[src/rtl/gpio_pad_pkg.sv]
package gpio_pad_pkg;
    localparam int BUS_AW = 3;
    localparam int BUS_DW = 32;

    typedef enum logic [BUS_AW-1:0] {
        RA_DIR    = 3'd0,
        RA_ALT    = 3'd1,
        RA_OD     = 3'd2,
        RA_PU     = 3'd3,
        RA_PD     = 3'd4,
        RA_DEN    = 3'd5,
        RA_LOCK   = 3'd6,
        RA_COMMIT = 3'd7
    } reg_addr_e;

    localparam logic [BUS_DW-1:0] UNLOCK_KEY = 32'h4C4F434B;
endpackage

[src/rtl/gpio_lock_unit.sv]
module gpio_lock_unit
    import gpio_pad_pkg::*;
#(
    parameter int              PINS      = 8,
    parameter logic [PINS-1:0] PROT_PINS = 8'h0C
) (
    input  logic              wr_lock,
    input  logic              wr_commit,
    input  logic [BUS_DW-1:0] wdata,
    input  logic              locked_q,
    input  logic [PINS-1:0]   commit_q,
    output logic              locked_d,
    output logic [PINS-1:0]   commit_d
);
    always_comb begin
        locked_d = locked_q;
        commit_d = commit_q;
        if (wr_lock) begin
            locked_d = (wdata != UNLOCK_KEY);
        end
        if (wr_commit && !locked_q) begin
            for (int i = 0; i < PINS; i++) begin
                commit_d[i] = PROT_PINS[i] ? wdata[i] : 1'b1;
            end
        end
    end
endmodule

[src/rtl/gpio_pull_unit.sv]
module gpio_pull_unit #(
    parameter int PINS = 8
) (
    input  logic            wr_pu,
    input  logic            wr_pd,
    input  logic [PINS-1:0] wdata,
    input  logic [PINS-1:0] commit_q,
    input  logic [PINS-1:0] pu_q,
    input  logic [PINS-1:0] pd_q,
    output logic [PINS-1:0] pu_d,
    output logic [PINS-1:0] pd_d
);
    logic [PINS-1:0] set_bits;

    always_comb begin
        set_bits = wdata & commit_q;
        pu_d     = pu_q;
        pd_d     = pd_q;
        if (wr_pu) begin
            pu_d = (pu_q & ~commit_q) | set_bits;
            pd_d = pd_q & ~set_bits;
        end
        // applied last so that pull-down has priority
        if (wr_pd) begin
            pd_d = (pd_d & ~commit_q) | set_bits;
            pu_d = pu_d & ~set_bits;
        end
    end
endmodule

[src/rtl/gpio_read_mux.sv]
module gpio_read_mux
    import gpio_pad_pkg::*;
#(
    parameter int PINS = 8
) (
    input  logic [BUS_AW-1:0] addr,
    input  logic [PINS-1:0]   dir_q,
    input  logic [PINS-1:0]   alt_q,
    input  logic [PINS-1:0]   od_q,
    input  logic [PINS-1:0]   pu_q,
    input  logic [PINS-1:0]   pd_q,
    input  logic [PINS-1:0]   den_q,
    input  logic [PINS-1:0]   commit_q,
    input  logic              locked_q,
    output logic [BUS_DW-1:0] rdata
);
    always_comb begin
        rdata = '0;
        unique case (reg_addr_e'(addr))
            RA_DIR:    rdata[PINS-1:0] = dir_q;
            RA_ALT:    rdata[PINS-1:0] = alt_q;
            RA_OD:     rdata[PINS-1:0] = od_q;
            RA_PU:     rdata[PINS-1:0] = pu_q;
            RA_PD:     rdata[PINS-1:0] = pd_q;
            RA_DEN:    rdata[PINS-1:0] = den_q;
            RA_LOCK:   rdata[0]        = locked_q;
            RA_COMMIT: rdata[PINS-1:0] = commit_q;
            default:   rdata           = '0;
        endcase
    end
endmodule

[src/rtl/gpio_pad_ctrl.sv]
module gpio_pad_ctrl
    import gpio_pad_pkg::*;
#(
    parameter int              PINS      = 8,
    parameter logic [PINS-1:0] PROT_PINS = 8'h0C
) (
    input  logic              clk,
    input  logic              rst_n,
    input  logic              bus_en,
    input  logic              bus_wr,
    input  logic [BUS_AW-1:0] bus_addr,
    input  logic [BUS_DW-1:0] bus_wdata,
    output logic [BUS_DW-1:0] bus_rdata,
    output logic [PINS-1:0]   pin_dir,
    output logic [PINS-1:0]   pin_alt,
    output logic [PINS-1:0]   pin_od,
    output logic [PINS-1:0]   pin_pu,
    output logic [PINS-1:0]   pin_pd,
    output logic [PINS-1:0]   pin_den
);
    typedef struct packed {
        logic [PINS-1:0] dir;
        logic [PINS-1:0] alt;
        logic [PINS-1:0] od;
        logic [PINS-1:0] pu;
        logic [PINS-1:0] pd;
        logic [PINS-1:0] den;
        logic [PINS-1:0] commit;
        logic            locked;
    } pad_regs_t;

    localparam pad_regs_t RESET_REGS = '{
        dir: '0, alt: '0, od: '0, pu: '0, pd: '0,
        den: PROT_PINS, commit: ~PROT_PINS, locked: 1'b1
    };

    pad_regs_t st_d, st_q;

    logic            wr_any;
    logic            wr_lock, wr_commit, wr_pu, wr_pd;
    logic [PINS-1:0] wd;
    logic [PINS-1:0] pu_n, pd_n, commit_n;
    logic            locked_n;

    assign wr_any    = bus_en && bus_wr;
    assign wr_lock   = wr_any && (bus_addr == RA_LOCK);
    assign wr_commit = wr_any && (bus_addr == RA_COMMIT);
    assign wr_pu     = wr_any && (bus_addr == RA_PU);
    assign wr_pd     = wr_any && (bus_addr == RA_PD);
    assign wd        = bus_wdata[PINS-1:0];

    gpio_lock_unit #(.PINS(PINS), .PROT_PINS(PROT_PINS)) u_lock (
        .wr_lock   (wr_lock),
        .wr_commit (wr_commit),
        .wdata     (bus_wdata),
        .locked_q  (st_q.locked),
        .commit_q  (st_q.commit),
        .locked_d  (locked_n),
        .commit_d  (commit_n)
    );

    gpio_pull_unit #(.PINS(PINS)) u_pull (
        .wr_pu    (wr_pu),
        .wr_pd    (wr_pd),
        .wdata    (wd),
        .commit_q (st_q.commit),
        .pu_q     (st_q.pu),
        .pd_q     (st_q.pd),
        .pu_d     (pu_n),
        .pd_d     (pd_n)
    );

    gpio_read_mux #(.PINS(PINS)) u_rd (
        .addr     (bus_addr),
        .dir_q    (st_q.dir),
        .alt_q    (st_q.alt),
        .od_q     (st_q.od),
        .pu_q     (st_q.pu),
        .pd_q     (st_q.pd),
        .den_q    (st_q.den),
        .commit_q (st_q.commit),
        .locked_q (st_q.locked),
        .rdata    (bus_rdata)
    );

    always_comb begin
        st_d        = st_q;
        st_d.pu     = pu_n;
        st_d.pd     = pd_n;
        st_d.commit = commit_n;
        st_d.locked = locked_n;
        if (wr_any) begin
            unique case (reg_addr_e'(bus_addr))
                RA_DIR: st_d.dir = wd;
                RA_OD:  st_d.od  = wd;
                RA_ALT: st_d.alt = (st_q.alt & ~st_q.commit) | (wd & st_q.commit);
                RA_DEN: st_d.den = (st_q.den & ~st_q.commit) | (wd & st_q.commit);
                default: ;
            endcase
        end
    end

    always_ff @(posedge clk or negedge rst_n) begin
        if (!rst_n) st_q <= RESET_REGS;
        else        st_q <= st_d;
    end

    assign pin_dir = st_q.dir;
    assign pin_alt = st_q.alt;
    assign pin_od  = st_q.od;
    assign pin_pu  = st_q.pu;
    assign pin_pd  = st_q.pd;
    assign pin_den = st_q.den;


    pull_excl_chk: assert property (@(posedge clk) disable iff (!rst_n)
        (st_q.pu & st_q.pd) == '0);


    pu_clears_pd_chk: assert property (@(posedge clk) disable iff (!rst_n)
        (wr_pu && !wr_pd) |=> ((st_q.pd & $past(wd & st_q.commit)) == '0));


    lock_key_chk: assert property (@(posedge clk) disable iff (!rst_n)
        (wr_lock && bus_wdata == UNLOCK_KEY) |=> !st_q.locked);


    commit_locked_chk: assert property (@(posedge clk) disable iff (!rst_n)
        st_q.locked |=> $stable(st_q.commit));


    commit_open_chk: assert property (@(posedge clk) disable iff (!rst_n)
        $stable(st_q.commit & ~PROT_PINS));

    generate
        for (genvar g = 0; g < PINS; g++) begin : g_prot_chk

            uncommitted_hold_chk: assert property (@(posedge clk) disable iff (!rst_n)
                !st_q.commit[g] |=> ($stable(st_q.alt[g]) && $stable(st_q.den[g])
                                     && $stable(st_q.pu[g]) && $stable(st_q.pd[g])));
        end
    endgenerate
endmodule

[config.mk]
export PLATFORM = sky130hd
export DESIGN_NAME = gpio_pad_ctrl
export DESIGN_NICKNAME = d
export VERILOG_FILES = /design/src/rtl/gpio_pad_pkg.sv /design/src/rtl/gpio_lock_unit.sv /design/src/rtl/gpio_pull_unit.sv /design/src/rtl/gpio_read_mux.sv /design/src/rtl/gpio_pad_ctrl.sv
export SDC_FILE = /design/constraint.sdc
export NUM_CORES = 1
export LEC_CHECK = 0
export BUFFER_PORTS_ARGS = -buffer_cell sky130_fd_sc_hd__buf_2
export CAP_MARGIN = 15
export CORE_MARGIN = 2
export CORE_UTILIZATION = 35
export DETAILED_ROUTE_END_ITERATION = 8
export GPL_ROUTABILITY_DRIVEN = 0
export SYNTH_ARGS = -nofsm -noshare
export SYNTH_HDL_FRONTEND = slang
export SYNTH_HIERARCHICAL = 1
export SYNTH_SLANG_ARGS = --single-unit
[constraint.sdc]
create_clock -name clk -period 2.6 [get_ports clk]
set_input_delay 0.78 -clock clk [delete_from_list [all_inputs] [get_ports clk]]
set_output_delay 0.78 -clock clk [all_outputs]
set_load 0.1 [all_outputs]
After elaboration in Yosys (flattened, before gate mapping)
Cells that the tools add are included.
{ "totals": {"register_bits": 51, "latchBits": 0, "ram_bits": 0, "mem_bits_ro": 0, "output_inout_bits": 80, "word_cells": 47, "memories": 0} }
{ "op_classes": {"add_sub_neg": 0, "mul": 0, "div": 0, "magnitude_cmp": 0, "n_eq_ne": 8, "n_shift": 0, "mux": 6, "bitwise_logic": 13, "n_reduce_logical": 12} }
{ "ops": {"columns": ["op", "n"], "rows": [
  ["$and A8 B8 Y8", 7],
  ["$pmux W7 S7", 1],
  ["$mux W8", 4],
  ["$ne A32 B31 Y1 const B", 1],
  ["$or A8 B8 Y8", 4],
  ["$not A8 Y8", 2],
  ["$eq A3 B3 Y1 const B", 4],
  ["$pmux W1 S8", 1],
  ["$reduce_and A2 Y1", 4],
  ["$eq A3 B2 Y1 const B", 2],
  ["$logic_and A1 B1 Y1", 6],
  ["$eq A3 B1 Y1 const B", 1],
  ["$logic_not A3 Y1", 1],
  ["$logic_not A1 Y1", 1]
]} }

Logic depth before layout (Yosys ltp)
{ "logic_depth": {"word_depth": 7, "depth_mapped": 6} }

Cells and area by module
The synthesis kept the hierarchy.
{ "by_module_without_submodules": {"columns": ["mod", "n_inst", "cells_per_inst", "area_each_um2"], "rows": [
  ["gpio_pad_ctrl", 1, 167, 2378.5],
  ["gpio_read_mux", 1, 88, 680.7],
  ["gpio_pull_unit", 1, 61, 514.2],
  ["gpio_lock_unit", 1, 22, 180.2]
]} }

Worst setup path before layout
OpenSTA, ideal clock, no wires.
{ "synth_timing": {"path_type": "input to output", "startpoint": "input port bus_addr[1]", "endpoint": "output port bus_rdata[1]", "t_arrival_ns": 2.826, "required_time_ns": 1.820, "setup_slack_ns": -1.006, "cell_stages": 4, "path_buffers": 2, "cell_sequence": "clkbuf_1 buf_2 nor2_1 a21oi_1"} }
{ "synth_between": {"elab_chain_cells": 2, "word_cells_on_any_way": 8, "cone_classes": "eq/ne (6); mux (1); reduce/logical (1)"} }
{ "synth_lines": {"columns": ["element", "line_no", "source"], "rows": [
  ["start: declaration", "gpio_pad_ctrl.sv:11", "input logic [BUS_AW-1:0] bus_addr,"],
  ["$eq A3 B3 Y1 (tied with other cells)", "gpio_read_mux.sv:19", "unique case (reg_addr_e'(addr))"],
  ["$pmux W7 S7 (*)", "gpio_read_mux.sv:19", null],
  ["end: declaration", "gpio_pad_ctrl.sv:13", "output logic [BUS_DW-1:0] bus_rdata,"]
]} }
Every way passes the cells marked *; elsewhere a longest branch is shown, timed or not.

Final worst setup path
{ "layout_timing": {"startpoint": "input port bus_addr[0]", "endpoint": "output port bus_rdata[7]"} }
The elaborated chain is that of the path after synthesis.

==> impl_metrics.json <==
{
  "whs_ns": 0.351,
  "nNetsFinal": 455,
  "drv_slew": 0,
  "wl_mm": 9.51,
  "cp.buffers_inverters": 3,
  "drc": 0,
  "rr_startpoint": "st_q[0]$_DFF_PN1_",
  "worstPathMaxFanout": 8,
  "synth_warnings": 6,
  "clk_pin_slew_ns": 0.07,
  "cts_tree": "done",
  "dpl.hpwl_mm": 6.97,
  "critPathCaptureType": "output pin",
  "hp-class": "input pin to async pin",
  "ys.flop_type": "dfrtp_1",
  "core_um2": 10400,
  "m1WireLength_mm": 4.24,
  "synth.distinct_cells": 47,
  "drtIter0Drc": 105,
  "ys_seq_area_frac": 0.383,
  "holdBufCountCts": 0,
  "drt-pass1-iter-count": 4,
  "p_leak_nw": 2.20,
  "layout_commonest_cell": "buf_2",
  "violations": "negative setup slack",
  "fin_cells": 557,
  "cts_buffer_depth": 2,
  "crit_slowest_cell": "mux4_2",
  "setup_viol": 8,
  "port_buffers": 94,
  "netlist.top_cell.by_area": "dfrtp_1",
  "ioPinCount": 119,
  "final_util": 0.448,
  "rsz0062_at_grt": "true",
  "clkPwrFrac": 0.150,
  "ant_nets": 0,
  "timing.final.ws_setup_ns": -0.0975,
  "met2_length_mm": 4.67,
  "period_share": 1.04,
  "areaGrowthSynthToFinish_pct": 23.8,
  "placedCellCount": 536,
  "internal-power_mw": 2.15,
  "grtUsageTotal": 0.172,
  "fillers": 997,
  "critPathKind": "input pin to output pin",
  "fp.dieArea_um2": 11600,
  "register_area_um2": 1440,
  "synth_edf_count": 0,
  "outcome": "finished, violations left",
  "postSynthCellCount": 338,
  "crit_top_cell": "buf_12",
  "syn_area_um2": 3750,
  "cts_htree_levels": 3,
  "ys_seq_elements": 57,
  "syn_avg_cell_area_um2": 11.1,
  "root_buffer": "clkbuf_8",
  "routed.top_layer": "met4",
  "cts.sinks": 57,
  "required_ns": 1.82,
  "grt_max_degree": 25,
  "swShare": 0.577,
  "path_cells": "buf_12, buf_12, nand2b_4, mux4_2, o21ai_4, buf_12",
  "grt-ovfl-total": 0,
  "fin_crit_ns": 2.70,
  "p_total_mw": 5.07,
  "initial_core_util": 0.362,
  "fin_tns_setup_ns": -0.396,
  "ir_worst_vdd_mv": 0.699,
  "drive_above_1_share": 0.599,
  "hold_viol": 0,
  "insertedDiodeCount": 0,
  "crit_path_start_kind": "input pin",
  "crit_start": "bus_addr[0]",
  "die_x_um": 108,
  "arrival_ns": 1.92,
  "final_cell_mix": "buf_2 (85), dfrtp_1 (48), buf_4 (35)",
  "async_flop_share": 1.00,
  "vias_per_cell": 4.91,
  "crit_path_max_incr_delay_ns": 0.48,
  "netlist_top_cells_area": "dfrtp_1 (32%), buf_4 (15%), mux2_2 (9.6%)",
  "cts_buffers": 9,
  "timing.fmax_mhz": 371,
  "antenna_found_initial": 0,
  "crit_family": "multiplexers",
  "worstSkewPairLatency_ns": 0.34,
  "grt_pass1_vias": 2860,
  "row_count": 37,
  "routedWlPerCell_um": 17.1,
  "share_seq_of_total_power": 0.277,
  "max_cap_violations": 0,
  "die_h_um": 108,
  "grt_pass1_wl_mm": 15.3,
  "netlist.area_leader.share": 0.320,
  "power_density_nw_per_um2": 1090,
  "finalClockSkew_ns": 0.00885,
  "switchingPower_mw": 2.92,
  "multiInputGateArea_um2": 1930,
  "power_frac_comb": 0.573,
  "met3_length_um": 575,
  "vias": 2735
}
-- Yosys cell counts (4+ instances only) --
library cell	n
a21oi_1	26
a21oi_2	9
and3b_1	8
and4b_1	11
buf_2	5
buf_4	75
buf_6	4
dfrtp_1	48
dfstp_2	9
mux2_1	6
mux2_2	32
mux2_4	4
mux2i_1	9
mux4_2	6
nand2b_1	8
nand3_1	19
nor2_1	14
nor3_2	7
-- cells by family after synthesis --
| family | share of synthesized area |
|---|---|
| buf+inv | 0.178 |
| compound gates | 0.0730 |
| flops | 0.383 |
| simple gates | 0.168 |
| mux | 0.197 |
| other cells | 0.000999 |
-- area by class of cell --
class / count / area share
clock buffer: 10 / 0.0296
clock inverter: 6 / 0.00915
inverter: 1 / 0.000808
multi-input combinational: 215 / 0.415
sequential: 57 / 0.309
tap: 136 / 0.0366
timing repair buffer: 132 / 0.200
-- per-stage QoR --
| stage | instance area (um2) | setup WS, ns |
|---|---|---|
| finish | 4650 | -0.0975 |
| global route | 4650 | -0.119 |
| CTS | 4610 | -0.108 |
| detailed placement | 4330 | -0.252 |
| global placement | 4330 | -0.241 |
| floorplan | 3980 | -0.0278 |
-- what timing repair did --
item	CTS	global route
endpoints found under the setup margin	8	8
cloned	0	0
setup buffers	3	2
gates resized for setup	23	5
pin swaps	0	2
-- power groups by stage --
stage | Clock (mW) | Sequential (mW) | Combinational, mW
after floorplan | 0 | 1.33 | 2.72
after global placement | 0 | 1.41 | 2.84
after detailed placement | 0 | 1.41 | 2.87
after CTS | 0.787 | 1.40 | 2.91
after global routing | 0.823 | 1.45 | 3.01
final | 0.759 | 1.40 | 2.91
-- per-layer routing --
metal | vias to the layer above | global-route usage
li1 | 1282 | -
met1 | 1346 | 0.227
met2 | 105 | 0.286
met3 | 2 | 0.0418
met4 | 0 | 0.0394
met5 | - | 0
-- worst paths after layout --
path / to / slack (ns) / cells after the start
setup / recovery: bus_rdata[7] / -0.1 / 6
hold / removal: pin_od[2]$_DFFE_PN0P_ / 0.35 / 1
setup reg to reg: st_q[3]$_DFF_PN0_ / 1.37 / 2
hold reg to reg: flop / 0.52 / 1
max in group asynchronous: st_q[5]$_DFF_PN1_ / 1.54 / 2
min in group clk: flop / 0.52 / 1
Power figures use the tool's default switching activity.
